**src/rtl/pgactl_pkg.sv**
```systemverilog
package pgactl_pkg;
  localparam int PG_ADDR   = 0;
  localparam int INIT_ADDR = 1;
endpackage

```
**src/rtl/pgactl_sync.sv**
```systemverilog
module pgactl_sync #(
  parameter int   STAGES  = 2,
  parameter logic RST_VAL = 1'b0
) (
  input  logic clk,
  input  logic rst,
  input  logic d,
  output logic q
);
  logic [STAGES-1:0] chain;

  always_ff @(posedge clk) begin
    if (rst) chain <= {STAGES{RST_VAL}};
    else     chain <= {chain[STAGES-2:0], d};
  end

  assign q = chain[STAGES-1];
endmodule

```
**src/rtl/pgactl_frame_rx.sv**
```systemverilog
module pgactl_frame_rx #(
  parameter int FRAME_BITS = 12,
  parameter int ADDR_W     = 4,
  parameter int DATA_W     = 8
) (
  input  logic              clk,
  input  logic              rst,
  input  logic              sclk_s,
  input  logic              sdi_s,
  input  logic              csn_s,
  output logic              frame_stb,
  output logic [ADDR_W-1:0] frame_addr,
  output logic [DATA_W-1:0] frame_data
);
  localparam int CNT_W = $clog2(FRAME_BITS + 2);
  localparam logic [CNT_W-1:0] CNT_FULL = CNT_W'(FRAME_BITS);
  localparam logic [CNT_W-1:0] CNT_OVER = CNT_W'(FRAME_BITS + 1);

  logic                  sclk_d, csn_d;
  logic [FRAME_BITS-1:0] shreg;
  logic [CNT_W-1:0]      cnt;
  logic                  stb_q;
  logic [ADDR_W-1:0]     addr_q;
  logic [DATA_W-1:0]     data_q;
  logic                  sclk_rise, cs_fall, cs_rise;

  assign sclk_rise = sclk_s & ~sclk_d;
  assign cs_fall   = ~csn_s & csn_d;
  assign cs_rise   = csn_s & ~csn_d;

  always_ff @(posedge clk) begin
    if (rst) begin
      sclk_d <= 1'b0;
      csn_d  <= 1'b1;
      shreg  <= '0;
      cnt    <= '0;
      stb_q  <= 1'b0;
      addr_q <= '0;
      data_q <= '0;
    end else begin
      sclk_d <= sclk_s;
      csn_d  <= csn_s;
      stb_q  <= 1'b0;
      if (cs_fall) begin
        cnt <= '0;
      end else if (!csn_s && sclk_rise) begin
        shreg <= {shreg[FRAME_BITS-2:0], sdi_s};
        if (cnt != CNT_OVER) cnt <= cnt + 1'b1;
      end
      if (cs_rise) begin
        stb_q  <= (cnt == CNT_FULL);
        addr_q <= shreg[FRAME_BITS-1 -: ADDR_W];
        data_q <= shreg[DATA_W-1:0];
      end
    end
  end

  assign frame_stb  = stb_q;
  assign frame_addr = addr_q;
  assign frame_data = data_q;

  AST_BITCNT_SAT: assert property (@(posedge clk) disable iff (rst)
    cnt <= CNT_OVER);
  AST_STB_FULL_ONLY: assert property (@(posedge clk) disable iff (rst)
    stb_q |-> $past(cnt) == CNT_FULL);
endmodule

```
**src/rtl/pgactl_pwrup_timer.sv**
```systemverilog
module pgactl_pwrup_timer #(
  parameter int PWRUP_CYCLES = 10000
) (
  input  logic clk,
  input  logic rst,
  output logic ready
);
  localparam int CNT_W = $clog2(PWRUP_CYCLES + 1);
  localparam logic [CNT_W-1:0] LAST = CNT_W'(PWRUP_CYCLES - 1);

  logic [CNT_W-1:0] cnt;
  logic             ready_q;

  always_ff @(posedge clk) begin
    if (rst) begin
      cnt     <= '0;
      ready_q <= 1'b0;
    end else if (!ready_q) begin
      if (cnt == LAST) ready_q <= 1'b1;
      else             cnt     <= cnt + 1'b1;
    end
  end

  assign ready = ready_q;

  AST_READY_STICKY: assert property (@(posedge clk) disable iff (rst)
    ready_q |=> ready_q);
endmodule

```
**src/rtl/pgactl_ctrl_regs.sv**
```systemverilog
module pgactl_ctrl_regs
  import pgactl_pkg::*;
#(
  parameter int ADDR_W = 4,
  parameter int DATA_W = 8,
  parameter int GAIN_W = 6,
  parameter int PWR_W  = 2
) (
  input  logic              clk,
  input  logic              rst,
  input  logic              ready,
  input  logic              frame_stb,
  input  logic [ADDR_W-1:0] frame_addr,
  input  logic [DATA_W-1:0] frame_data,
  input  logic              txen_s,
  output logic [GAIN_W-1:0] gain_code,
  output logic [PWR_W-1:0]  power_code,
  output logic              tx_disable
);
  localparam logic [ADDR_W-1:0] A_PG   = ADDR_W'(PG_ADDR);
  localparam logic [ADDR_W-1:0] A_INIT = ADDR_W'(INIT_ADDR);

  logic              txen_d, txen_fall, wr_pg;
  logic [GAIN_W-1:0] sh_gain, act_gain;
  logic [PWR_W-1:0]  sh_pwr, act_pwr;
  logic              txdis_q;

  assign txen_fall = txen_d & ~txen_s;
  assign wr_pg     = frame_stb && ready && (frame_addr == A_PG);

  always_ff @(posedge clk) begin
    if (rst) begin
      txen_d   <= 1'b0;
      sh_gain  <= '0;
      sh_pwr   <= '0;
      act_gain <= '0;
      act_pwr  <= '0;
      txdis_q  <= 1'b1;
    end else begin
      txen_d  <= txen_s;
      txdis_q <= ~txen_s;
      if (wr_pg) begin
        sh_pwr  <= frame_data[DATA_W-1 -: PWR_W];
        sh_gain <= frame_data[GAIN_W-1:0];
      end
      if (txen_fall) begin
        act_gain <= sh_gain;
        act_pwr  <= sh_pwr;
      end
    end
  end

  assign gain_code  = act_gain;
  assign power_code = act_pwr;
  assign tx_disable = txdis_q;

  AST_ACTIVE_HOLD: assert property (@(posedge clk) disable iff (rst)
    !txen_fall |=> $stable(act_gain) && $stable(act_pwr));
  AST_LOCKOUT: assert property (@(posedge clk) disable iff (rst)
    (frame_stb && !ready) |=> $stable(sh_gain) && $stable(sh_pwr));
  AST_UNUSED_ADDR: assert property (@(posedge clk) disable iff (rst)
    (frame_stb && frame_addr > A_INIT) |=> $stable(sh_gain) && $stable(sh_pwr));
  AST_INIT_NOWRITE: assert property (@(posedge clk) disable iff (rst)
    (frame_stb && frame_addr == A_INIT) |=> $stable(sh_gain) && $stable(sh_pwr));
endmodule

```
**src/rtl/pgactl_top.sv**
```systemverilog
module pgactl_top #(
  parameter int FRAME_BITS   = 12,
  parameter int ADDR_W       = 4,
  parameter int DATA_W       = 8,
  parameter int GAIN_W       = 6,
  parameter int PWR_W        = 2,
  parameter int SYNC_STAGES  = 2,
  parameter int PWRUP_CYCLES = 10000
) (
  input  logic              clk,
  input  logic              rst,
  input  logic              sclk,
  input  logic              sdi,
  input  logic              cs_n,
  input  logic              txen,
  output logic [GAIN_W-1:0] gain_code,
  output logic [PWR_W-1:0]  power_code,
  output logic              tx_disable
);
  localparam int NSYNC = 4;
  localparam logic [NSYNC-1:0] SYNC_RST = 4'b0100;

  logic [NSYNC-1:0]  raw_in, syn_out;
  logic              frame_stb, ready;
  logic [ADDR_W-1:0] frame_addr;
  logic [DATA_W-1:0] frame_data;

  assign raw_in = {txen, cs_n, sdi, sclk};

  for (genvar i = 0; i < NSYNC; i++) begin : g_sync
    pgactl_sync #(.STAGES(SYNC_STAGES), .RST_VAL(SYNC_RST[i])) u_sync (
      .clk(clk), .rst(rst), .d(raw_in[i]), .q(syn_out[i])
    );
  end

  pgactl_frame_rx #(.FRAME_BITS(FRAME_BITS), .ADDR_W(ADDR_W), .DATA_W(DATA_W)) u_rx (
    .clk(clk), .rst(rst),
    .sclk_s(syn_out[0]), .sdi_s(syn_out[1]), .csn_s(syn_out[2]),
    .frame_stb(frame_stb), .frame_addr(frame_addr), .frame_data(frame_data)
  );

  pgactl_pwrup_timer #(.PWRUP_CYCLES(PWRUP_CYCLES)) u_tmr (
    .clk(clk), .rst(rst), .ready(ready)
  );

  pgactl_ctrl_regs #(.ADDR_W(ADDR_W), .DATA_W(DATA_W), .GAIN_W(GAIN_W), .PWR_W(PWR_W)) u_regs (
    .clk(clk), .rst(rst), .ready(ready),
    .frame_stb(frame_stb), .frame_addr(frame_addr), .frame_data(frame_data),
    .txen_s(syn_out[3]),
    .gain_code(gain_code), .power_code(power_code), .tx_disable(tx_disable)
  );
endmodule

```
**config.mk**
```make
export PLATFORM = sky130hd
export DESIGN_NAME = pgactl_top
export DESIGN_NICKNAME = d
export VERILOG_FILES = /design/src/rtl/pgactl_pkg.sv /design/src/rtl/pgactl_sync.sv /design/src/rtl/pgactl_frame_rx.sv /design/src/rtl/pgactl_pwrup_timer.sv /design/src/rtl/pgactl_ctrl_regs.sv /design/src/rtl/pgactl_top.sv
export SDC_FILE = /design/constraint.sdc
export NUM_CORES = 1
export LEC_CHECK = 0
export BUFFER_PORTS_ARGS = -buffer_cell sky130_fd_sc_hd__buf_2
export CORE_AREA = 2 2 70 72
export DETAILED_ROUTE_END_ITERATION = 10
export DIE_AREA = 0 0 72 74
export PLACE_DENSITY = 0.8
export SLEW_MARGIN = 20
export SYNTH_ARGS = -nofsm -noshare
export SYNTH_HDL_FRONTEND = slang
export SYNTH_HIERARCHICAL = 1
export SYNTH_SLANG_ARGS = --single-unit
```
**constraint.sdc**
```tcl
create_clock -name clk -period 4.1 [get_ports clk]
set_clock_uncertainty 0.15 [all_clocks]
set_input_delay 0.41 -clock clk [delete_from_list [all_inputs] [get_ports clk]]
set_output_delay 0.41 -clock clk [all_outputs]
set_load 0.02 [all_outputs]
```
==> results of run 1 <==
-- where the power goes --
part / total, W / leakage, nW / internal (W) / switching, W
sequential: 0.000711 / 0.583 / 0.000707 / 0.00000484
clock: 0.000609 / 0.112 / 0.000372 / 0.000237
combinational: 0.0000321 / 0.406 / 0.0000126 / 0.0000195
-- worst paths after layout --
check	slack, ns	cells past startpoint	end
max	2.33	5	u_tmr/cnt[12]
min	0.10	2	g_sync[2].u_sync/chain[0]
max reg2reg	2.33	5	u_tmr/cnt[12]
min reg2reg	0.26	1	g_sync[2].u_sync/chain[1]
-- synth_stat cells (2+ instances only) --
cell / count / area share (%)
and3_1: 3 / 0.67
xnor2_1: 4 / 1.3
nand4_1: 4 / 0.90
buf_2: 3 / 0.54
a21oi_1: 40 / 7.2
nor2_1: 12 / 1.6
ha_1: 4 / 1.8
o21ai_1: 2 / 0.36
inv_1: 8 / 1.1
nor4_1: 3 / 0.67
nand3_1: 6 / 1.1
or2b_1: 2 / 0.54
mux2i_1: 9 / 3.2
nor2b_1: 10 / 2.2
and2_1: 2 / 0.45
or4_1: 3 / 0.81
nand2b_1: 18 / 4.0
clkbuf_1: 10 / 1.3
nand2_1: 73 / 9.8
nor3_1: 3 / 0.54
xor2_1: 2 / 0.63
o21ai_0: 2 / 0.36
dfxtp_1: 72 / 52
or2_1: 2 / 0.45
-- final cells by class --
cell class	instances	area share, %
timing repair buffer	16	2.74
sequential	72	46.5
multi-input combinational	223	40.6
clock inverter	3	2.10
tap	54	2.18
inverter	8	0.968
clock buffer	12	5.00
-- sequential cells by signal, indices dropped and copies added (netlist names), 4 cells and up --
name                 cells
u_tmr/cnt               14
u_rx/shreg              12
g_sync.u_sync/chain      8
u_rx/frame_data          8
u_regs/gain_code         6
u_regs/sh_gain           6
u_rx/cnt                 4
u_rx/frame_addr          4
-- through the flow --
stage / hold WS [ns] / instance area (um^2)
2_1_floorplan: 0.233 / 2790
3_3_place_gp: 0.239 / 2880
3_5_place_dp: 0.248 / 2880
4_1_cts: 0.0839 / 3100
5_1_grt: 0.0972 / 3100
6_report: 0.101 / 3100
-- per-layer routing --
layer / track usage, % / up-vias
met3: 6.64 / 11
met2: 36.0 / 31
met1: 21.2 / 950
met5: 0 / -
li1: - / 1086
met4: 11.7 / 0
-- critical path, delay by kind of cell (launching register included) --
family | cells | cell delay, ns
XOR/XNOR | 1 | 0.16
adder cells (fa/ha/maj) | 1 | 0.22
AND/OR/NAND/NOR | 3 | 0.73
flip-flops | 1 | 0.37
-- cells by family after synthesis --
logic type | synth area share (%)
DFF | 51.6
AOI/OAI and AO/OA | 10.9
adders and majority gates | 1.79
muxes | 3.22
buffers and inverters | 3.36
and+or+nand+nor | 27.3
xor gates and xnor gates | 1.88
==> impl_metrics.json, run 1 <==
{
  "power_density_nw_per_um2": 436,
  "start_util_pct": 60.8,
  "path_max_fanout": 7,
  "cellLeakagePower_nw": 1.10,
  "grt_pass1_wl_um": 8280,
  "wl_met3_um": 171,
  "relSlewSlack_pct": 31.4,
  "rsz0062_at_grt": "no",
  "post_cts_buffers": 0,
  "cts.sinks": 72,
  "placedCellCount": 373,
  "tightest_slew_ns": 1.03,
  "final_common_cell": "nand2_1",
  "drt_wl_total_um": 4690,
  "ys.flop_type": "dfxtp_1",
  "nFillCells": 369,
  "core_um2": 4600,
  "post_drt_via_cell_ratio": 5.36,
  "critPathSlowestCell": "nor4_1",
  "seq_area_um2": 1440,
  "hp-start": "cs_n",
  "drt-initial-drc-count": 117,
  "die_x_um": 72,
  "maxSlewViolCount": 0,
  "startpoint": "u_tmr/cnt[0]",
  "syn_inst": 317,
  "outcome": "finished, final reports clean",
  "antenna_found_initial": 0,
  "grt_max_degree": 69,
  "yosysWarnings": 6,
  "hp-class": "in -> reg",
  "firstDrtPassIters": 4,
  "die-area_um2": 5330,
  "dp_hpwl_um": 3060,
  "layout-drive-gt1-share_pct": 10.8,
  "stdcell_count": 388,
  "fin_ws_ns": 2.33,
  "drtAntennaViolNets": 0,
  "ir_drop_mv": 0.290,
  "required_ns": 4.14,
  "clkTransAtPathRegs_ns": 0.07,
  "path_class": "reg -> reg",
  "hold_violations": 0,
  "n_antenna_cell": 0,
  "rr_startpoint": "u_tmr/cnt[0]",
  "slowest_delay_ns": 0.41,
  "pin_count": 15,
  "wl_met2_um": 2240,
  "p_total_w": 0.00135,
  "async_flop_share_pct": 0,
  "worstSetupStartpointType": "register",
  "syn_area_per_cell_um2": 8.81,
  "tns_ns": 0,
  "period_share_pct": 43.2,
  "cts_max_level": 3,
  "syn_nets": 327,
  "syn-cell-area_um2": 2790,
  "multiInputGateArea_um2": 1260,
  "cts_hold_buffers": 0,
  "cts_buffer_depth": 2,
  "grt_pass1_vias": 1998,
  "clock_latency_ns": 0.34,
  "wl_met1_um": 2170,
  "grt.overflow.total": 0,
  "grt_usage_pct": 20.3,
  "final_cell_mix": "nand2_1, dfxtp_1, a21oi_1",
  "area_growth_syn_to_layout_pct": 11.1,
  "cts_tree": "done",
  "wl_per_cell_um": 12.1,
  "synth_edf_count": 0,
  "cts-root-buf": "clkbuf_8",
  "post-route-drc-count": 0,
  "cts.repair.resized": 0,
  "synth_cell_types": 44,
  "cts_buffers": 9,
  "cp.arrival_ns": 1.81,
  "crit_path_end_kind": "register",
  "finalSetupViolCount": 0,
  "gp_congestion": 0.779,
  "synth_seq_cells": 72,
  "max_cap_violations": 0,
  "place.port_buffers": 14,
  "vias": 2078,
  "worstPathCellList": "ha_1 > nand4b_1 > nor4_1 > xnor2_1 > nor2_1",
  "die_h_um": 74,
  "rows": 25,
  "yosysSeqAreaShare_pct": 51.6,
  "final_core_util_pct": 67.5,
  "layout.nets": 340,
  "maxClockFrequency_mhz": 564,
  "pre_cts_ws_ns": 2.21,
  "routed.top_layer": "met4",
  "fin_crit_ns": 1.77
}
No activity file was read; power rests on OpenSTA's default activity.
==> run 2, diff against run 1 <==
--- a/config.mk
+++ b/config.mk
@@ -5,11 +5,12 @@
 export SDC_FILE = /design/constraint.sdc
 export NUM_CORES = 1
 export LEC_CHECK = 0
+export ABC_AREA = 1
 export BUFFER_PORTS_ARGS = -buffer_cell sky130_fd_sc_hd__buf_2
-export CORE_AREA = 2 2 70 72
+export CORE_AREA = 2 2 73 75
 export DETAILED_ROUTE_END_ITERATION = 10
-export DIE_AREA = 0 0 72 74
-export PLACE_DENSITY = 0.8
+export DIE_AREA = 0 0 75 77
+export PLACE_DENSITY = 0.77
 export SLEW_MARGIN = 20
 export SYNTH_ARGS = -nofsm -noshare
 export SYNTH_HDL_FRONTEND = slang
==> constraint.sdc (replaced) <==
create_clock -name clk -period 1.7 [get_ports clk]
set_clock_uncertainty 0.15 [all_clocks]
set_input_delay 0.17 -clock clk [delete_from_list [all_inputs] [get_ports clk]]
set_output_delay 0.17 -clock clk [all_outputs]
set_load 0.02 [all_outputs]
==> run 2 against run 1 <==
Against the previous run:
- clock power rose by 150%
- sequential share of layout area shrank 2.9 points
- first-iteration DRC count up 24%
- non-clock buffer count rose by 6
- worst hold slack better by 0.16 ns
- die area up 8.4%
- routed wire length increased by 10%
- via count increased by 14%
- critical endpoint is now u_tmr/cnt[0]
- largest cell class unchanged
==> impl_metrics.json, run 2 <==
{
  "rows": 26,
  "worstSetupStartpointType": "register",
  "tns_ns": 0,
  "synth_cell_types": 29,
  "reg.largest.list": "u_tmr/cnt: 14 flops, u_rx/shreg: 12 flops",
  "seq_power_share_pct": 51.6,
  "cellLeakagePower_nw": 1.45,
  "vias": 2370,
  "cts-root-buf": "clkbuf_8",
  "die_x_um": 75,
  "final_cell_mix": "nand2_1, dfxtp_1, nor2_1",
  "syn_nets": 397,
  "clock_latency_ns": 0.34,
  "cts_max_level": 3,
  "finalSetupViolCount": 0,
  "drt-initial-drc-count": 145,
  "routed.top_layer": "met4",
  "wl_per_cell_um": 10.7,
  "nFillCells": 435,
  "cts_buffer_depth": 2,
  "wl_met2_um": 2320,
  "ir_drop_mv": 0.745,
  "area_growth_syn_to_layout_pct": 12.9,
  "maxClockFrequency_mhz": 653,
  "final_area_um2": 3310,
  "hold_violations": 0,
  "drtAntennaViolNets": 0,
  "clkTransAtPathRegs_ns": 0.08,
  "post_cts_buffers": 0,
  "grt_usage_pct": 20.3,
  "cts.sinks": 72,
  "synth_seq_cells": 72,
  "crit_path_end_kind": "register",
  "ys.flop_type": "dfxtp_1",
  "grt_max_degree": 17,
  "n_antenna_cell": 0,
  "grt_pass1_vias": 2158,
  "required_ns": 1.82,
  "place.port_buffers": 14,
  "die-area_um2": 5780,
  "layout.nets": 420,
  "p_clk_share_pct": 44.6,
  "wl_met1_um": 2610,
  "fin_crit_ns": 1.53,
  "layout-drive-gt1-share_pct": 13.7,
  "die_h_um": 77,
  "post-route-drc-count": 0,
  "synth_top_area_share_pct": 49.1,
  "async_flop_share_pct": 0,
  "syn-cell-area_um2": 2930,
  "wl_met3_um": 151,
  "maxSlewViolCount": 0,
  "yosys.area.top_type": "dfxtp_1",
  "yosysSeqAreaShare_pct": 49.1,
  "post_drt_via_cell_ratio": 4.89,
  "synth.top_cells.by_count": "nand2_1, dfxtp_1, nor2_1, inv_1, a21oi_1",
  "yosysWarnings": 6,
  "path_max_fanout": 7,
  "antenna_found_initial": 0,
  "path_class": "reg -> reg",
  "placedCellCount": 464,
  "syn_inst": 387,
  "intPower_w": 0.00261,
  "cts_buffers": 9,
  "largest_register": "u_tmr/cnt",
  "swShare_pct": 22.8,
  "placed_cell_area_um2": 3040,
  "r2r_slack_ns": 0.17,
  "cts_tree": "done",
  "grt.overflow.total": 0,
  "core_um2": 4980,
  "gp_congestion": 0.844,
  "start_util_pct": 58.9,
  "synth_area_leaders": "dfxtp_1, nand2_1, nor2_1",
  "pin_count": 15,
  "cts.repair.resized": 0,
  "final_common_cell": "nand2_1",
  "largest_reg_flops": 14,
  "drt_wl_total_um": 5180,
  "switching_power_w": 0.000771,
  "firstDrtPassIters": 4,
  "tightest_slew_ns": 0.450,
  "synthMostInstantiatedCell": "nand2_1",
  "synth_edf_count": 0,
  "syn_area_per_cell_um2": 7.58,
  "outcome": "finished, final reports clean",
  "dp_hpwl_um": 3370,
  "combPwrFrac_pct": 3.8,
  "cp.arrival_ns": 1.65,
  "hp-class": "reg -> reg",
  "relSlewSlack_pct": 70.0,
  "period_share_pct": 90.0,
  "stdcell_count": 485,
  "power_density_nw_per_um2": 1020,
  "rsz0062_at_grt": "no",
  "max_cap_violations": 0,
  "grt_pass1_wl_um": 9110
}
## run 2: cell types whose count changed after synthesis, sizes merged, moves of 4 or more
cell    before  now
inv          8   45
nor2        12   78
clkbuf      10    3
o21ai        4   22
a21oi       40   33
nand3        7   29
nand2b      18    0
mux2i        9    0
nor2b       10    0
nand2       73   80
nor4         4    0
## run 2: final timing paths
| path | cells past startpoint | end | startpoint |
|---|---|---|---|
| max | 7 | u_tmr/cnt[0] | u_tmr/cnt[0] |
| min | 2 | g_sync[0].u_sync/chain[1] | g_sync[0].u_sync/chain[0] |
| max reg2reg | 7 | u_tmr/cnt[0] | u_tmr/cnt[0] |
| min reg2reg | 2 | g_sync[0].u_sync/chain[1] | g_sync[0].u_sync/chain[0] |
## run 2: power by group through the flow
stage	clock, W	combinational, W	sequential, W
4_1_cts	0.00154	0.000130	0.00174
3_3_place_gp	0	0.000118	0.00178
2_1_floorplan	0	0.0000779	0.00179
3_5_place_dp	0	0.000120	0.00178
5_1_grt	0.00162	0.000146	0.00175
6_report	0.00151	0.000129	0.00174
## run 2: final cells by class
class                   count  area [um^2]  area share, %
flip-flops and latches     72         1440           43.5
clock inverters             7          103           3.10
multi-input cells         258         1240           37.3
well taps                  70         87.6           2.64
repair buffers             22          143           4.31
clock buffers               9          124           3.74
inverters                  47          178           5.36
## run 2: critical path, stage by stage (launching register included)
cell and delay [ns]:
dfxtp_1 0.39, ha_1 0.25, nand3_2 0.15, nor2_2 0.15, nand2_2 0.12, nand2_4 0.09, nand2_1 0.05, a21oi_1 0.11
## run 2: cell families after synthesis
| group | synth area share (%) |
|---|---|
| adder cells (fa/ha/maj) | 1.71 |
| flip-flops | 49.1 |
| XOR/XNOR | 0.896 |
| AND/OR/NAND/NOR | 29.9 |
| buffers and inverters | 8.70 |
| AO/OA/AOI/OAI | 9.60 |
## run 2: per-stage QoR
step                      setup WS, ns  hold WS [ns]  utilization, %  power [W]
after CTS                        0.167         0.261            66.5    0.00341
after global placement           0.229         0.195            61.0    0.00190
after detailed placement         0.189         0.201            61.0    0.00190
final                            0.169         0.257            66.5    0.00338
after floorplan                  0.299        0.0891               -    0.00186
after global routing         0.0000777         0.268            66.5    0.00352
## run 2: timing repair
| action | 4_1_cts | 5_1_grt |
|---|---|---|
| hold buffers | 5 | 0 |
| setup endpoints to repair | 0 | 0 |
| endpoints found under the hold margin | 6 | 0 |
## run 2: per-layer routing
layer,GRT usage (%),up-vias
met4,9.64,0
met1,25.8,1058
met3,4.34,8
met2,32.2,36
met5,0,-
li1,-,1268
==> run 3, diff against run 2 <==
--- a/config.mk
+++ b/config.mk
@@ -7,10 +7,11 @@
 export LEC_CHECK = 0
 export ABC_AREA = 1
 export BUFFER_PORTS_ARGS = -buffer_cell sky130_fd_sc_hd__buf_2
-export CORE_AREA = 2 2 73 75
+export CORE_AREA = 2 2 82 68
+export CTS_CLUSTER_DIAMETER = 120
 export DETAILED_ROUTE_END_ITERATION = 10
-export DIE_AREA = 0 0 75 77
-export PLACE_DENSITY = 0.77
+export DIE_AREA = 0 0 84 70
+export PLACE_DENSITY = 0.76
 export SLEW_MARGIN = 20
 export SYNTH_ARGS = -nofsm -noshare
 export SYNTH_HDL_FRONTEND = slang
==> run 3 against run 2 <==
Against the previous run:
- die area is 1.8% higher
- worst hold slack about the same
- combinational power about the same
- final cell count down 1.2%
- sequential share of layout area is 1.0 points higher
- routed wire length is 2.2% higher
- via count increased by 0.46%
- count of clock-buffer cells in the layout increased by 2
- setup slack got worse by 0.015 ns
- cell area fell by 2.3%
- clock power down 28%
- largest power group unchanged
==> impl_metrics.json, run 3 (same netlist as run 2, synthesis figures left out) <==
{
  "start_util_pct": 56.5,
  "post-route-drc-count": 0,
  "p_clk_share_pct": 36.8,
  "n_antenna_cell": 0,
  "seq_power_share_pct": 58.9,
  "rsz0062_at_grt": "no",
  "outcome": "finished, final reports clean",
  "cts_max_level": 3,
  "final_common_cell": "nand2_1",
  "clkTransAtPathRegs_ns": 0.07,
  "worstPathCellList": "ha_1 > nand3_2 > nor2_2 > nand2_2 > nand2_4 > nand2_1 > a21oi_1",
  "combPwrFrac_pct": 4.3,
  "finalSetupViolCount": 0,
  "cp.arrival_ns": 1.66,
  "crit_path_end_kind": "register",
  "cts_tree": "done",
  "cts.sinks": 72,
  "pin_count": 15,
  "cts_buffer_depth": 2,
  "critPathSlowestCell": "dfxtp_1",
  "clock_latency_ns": 0.34,
  "seq_area_um2": 1440,
  "layout.nets": 420,
  "max_cap_violations": 0,
  "reg.largest.list": "u_tmr/cnt: 14 flops, u_rx/shreg: 12 flops",
  "worstSetupStartpointType": "register",
  "tightest_slew_ns": 0.437,
  "post_drt_via_cell_ratio": 4.97,
  "required_ns": 1.81,
  "relSlewSlack_pct": 70.8,
  "area_growth_syn_to_layout_pct": 10.3,
  "power_density_nw_per_um2": 915,
  "final_area_um2": 3240,
  "nFillCells": 461,
  "ir_drop_mv": 0.643,
  "hp-class": "reg -> reg",
  "vias": 2381,
  "period_share_pct": 90.9,
  "multiInputGateArea_um2": 1240,
  "die_h_um": 70,
  "grt_pass1_vias": 2099,
  "path_class": "reg -> reg",
  "largest_register": "u_tmr/cnt",
  "tns_ns": 0,
  "final_cell_mix": "nand2_1, dfxtp_1, nor2_1",
  "cts-root-buf": "clkbuf_8",
  "die-area_um2": 5880,
  "fin_crit_ns": 1.55,
  "grt_pass1_wl_um": 9230,
  "grt.overflow.total": 0,
  "firstDrtPassIters": 5,
  "wl_per_cell_um": 11.0,
  "switching_power_w": 0.000677,
  "cellLeakagePower_nw": 1.42,
  "path_max_fanout": 7,
  "drt_wl_total_um": 5290,
  "die_x_um": 84,
  "place.port_buffers": 14,
  "dp_hpwl_um": 3580,
  "drtAntennaViolNets": 0,
  "slowest_delay_ns": 0.39,
  "placed_cell_area_um2": 3020,
  "cts_buffers": 9,
  "grt_max_degree": 25,
  "core_um2": 5190,
  "grt_usage_pct": 19.3,
  "rows": 24,
  "intPower_w": 0.00228,
  "drt-initial-drc-count": 85,
  "gp_congestion": 0.796,
  "maxSlewViolCount": 0,
  "hold_depth": 2,
  "cts.repair.resized": 0,
  "largest_reg_flops": 14,
  "maxClockFrequency_mhz": 647,
  "ff2ff_path_depth": 7,
  "hold_violations": 0,
  "antenna_found_initial": 0,
  "swShare_pct": 22.9,
  "layout-drive-gt1-share_pct": 12.8
}
-- run 3: cell types whose count changed in the layout (fill, tap and decap cells not counted) --
cell / before / now
clkbuf_1: 0 / 2
inv_6: 2 / 0
clkinv_4: 2 / 0
buf_4: 3 / 2
clkinv_2: 1 / 4
bufinv_16: 2 / 0
dlygate4sd3_1: 5 / 6
-- run 3: path summary, 6_finish.rpt --
kind                              from                        end  slack (ns)
max                       u_tmr/cnt[0]               u_tmr/cnt[2]        0.15
min          g_sync[1].u_sync/chain[0]  g_sync[1].u_sync/chain[1]        0.26
min reg2reg  g_sync[1].u_sync/chain[0]  g_sync[1].u_sync/chain[1]        0.26
max reg2reg               u_tmr/cnt[0]               u_tmr/cnt[2]        0.15
-- run 3: layer usage --
layer / vias up / part of all wire [%] / global-route usage, %
li1: 1265 / - / -
met1: 1069 / 52 / 25.8
met2: 40 / 43 / 29.9
met3: 7 / 4.3 / 6.26
met4: 0 / 0.91 / 6.27
met5: - / 0 / 0
-- run 3: cell type report --
type	instances	share of cell area [%]
Inverter	47	5.49
Tap cell	65	2.51
Multi-Input combinational cell	258	38.2
Sequential cell	72	44.5
Timing Repair Buffer	22	4.49
Clock buffer	11	4.06
Clock inverter	4	0.696
-- run 3: repair_timing --
action	4_1_cts	5_1_grt
setup buffers	0	0
hold endpoints to repair	6	0
hold buffers	6	0
-- run 3: critical path, delay by kind of cell (launching register included) --
| kind | cells | cell delay, ns |
|---|---|---|
| adder cells (fa/ha/maj) | 1 | 0.24 |
| AND/OR/NAND/NOR | 5 | 0.58 |
| AO/OA/AOI/OAI | 1 | 0.12 |
| flip-flops | 1 | 0.39 |
-- run 3: per-stage QoR --
stage          util [%]  setup slack [ns]  hold slack (ns)  power, W  cells
4_1_cts            62.3             0.151            0.261   0.00299    479
6_report           62.3             0.154            0.256   0.00296    479
3_5_place_dp       58.2             0.169            0.207   0.00190    458
5_1_grt            62.3            0.0188            0.274   0.00308    479
2_1_floorplan         -             0.299           0.0891   0.00186    387
3_3_place_gp       58.2             0.228            0.195   0.00190    458
-- run 3: power by group through the flow --
stage | clock network, W | registers, W | logic, W
final | 0.00109 | 0.00174 | 0.000129
after global routing | 0.00119 | 0.00175 | 0.000145
after CTS | 0.00112 | 0.00174 | 0.000129
after detailed placement | 0 | 0.00178 | 0.000118
after global placement | 0 | 0.00178 | 0.000116
after floorplan | 0 | 0.00179 | 0.0000779
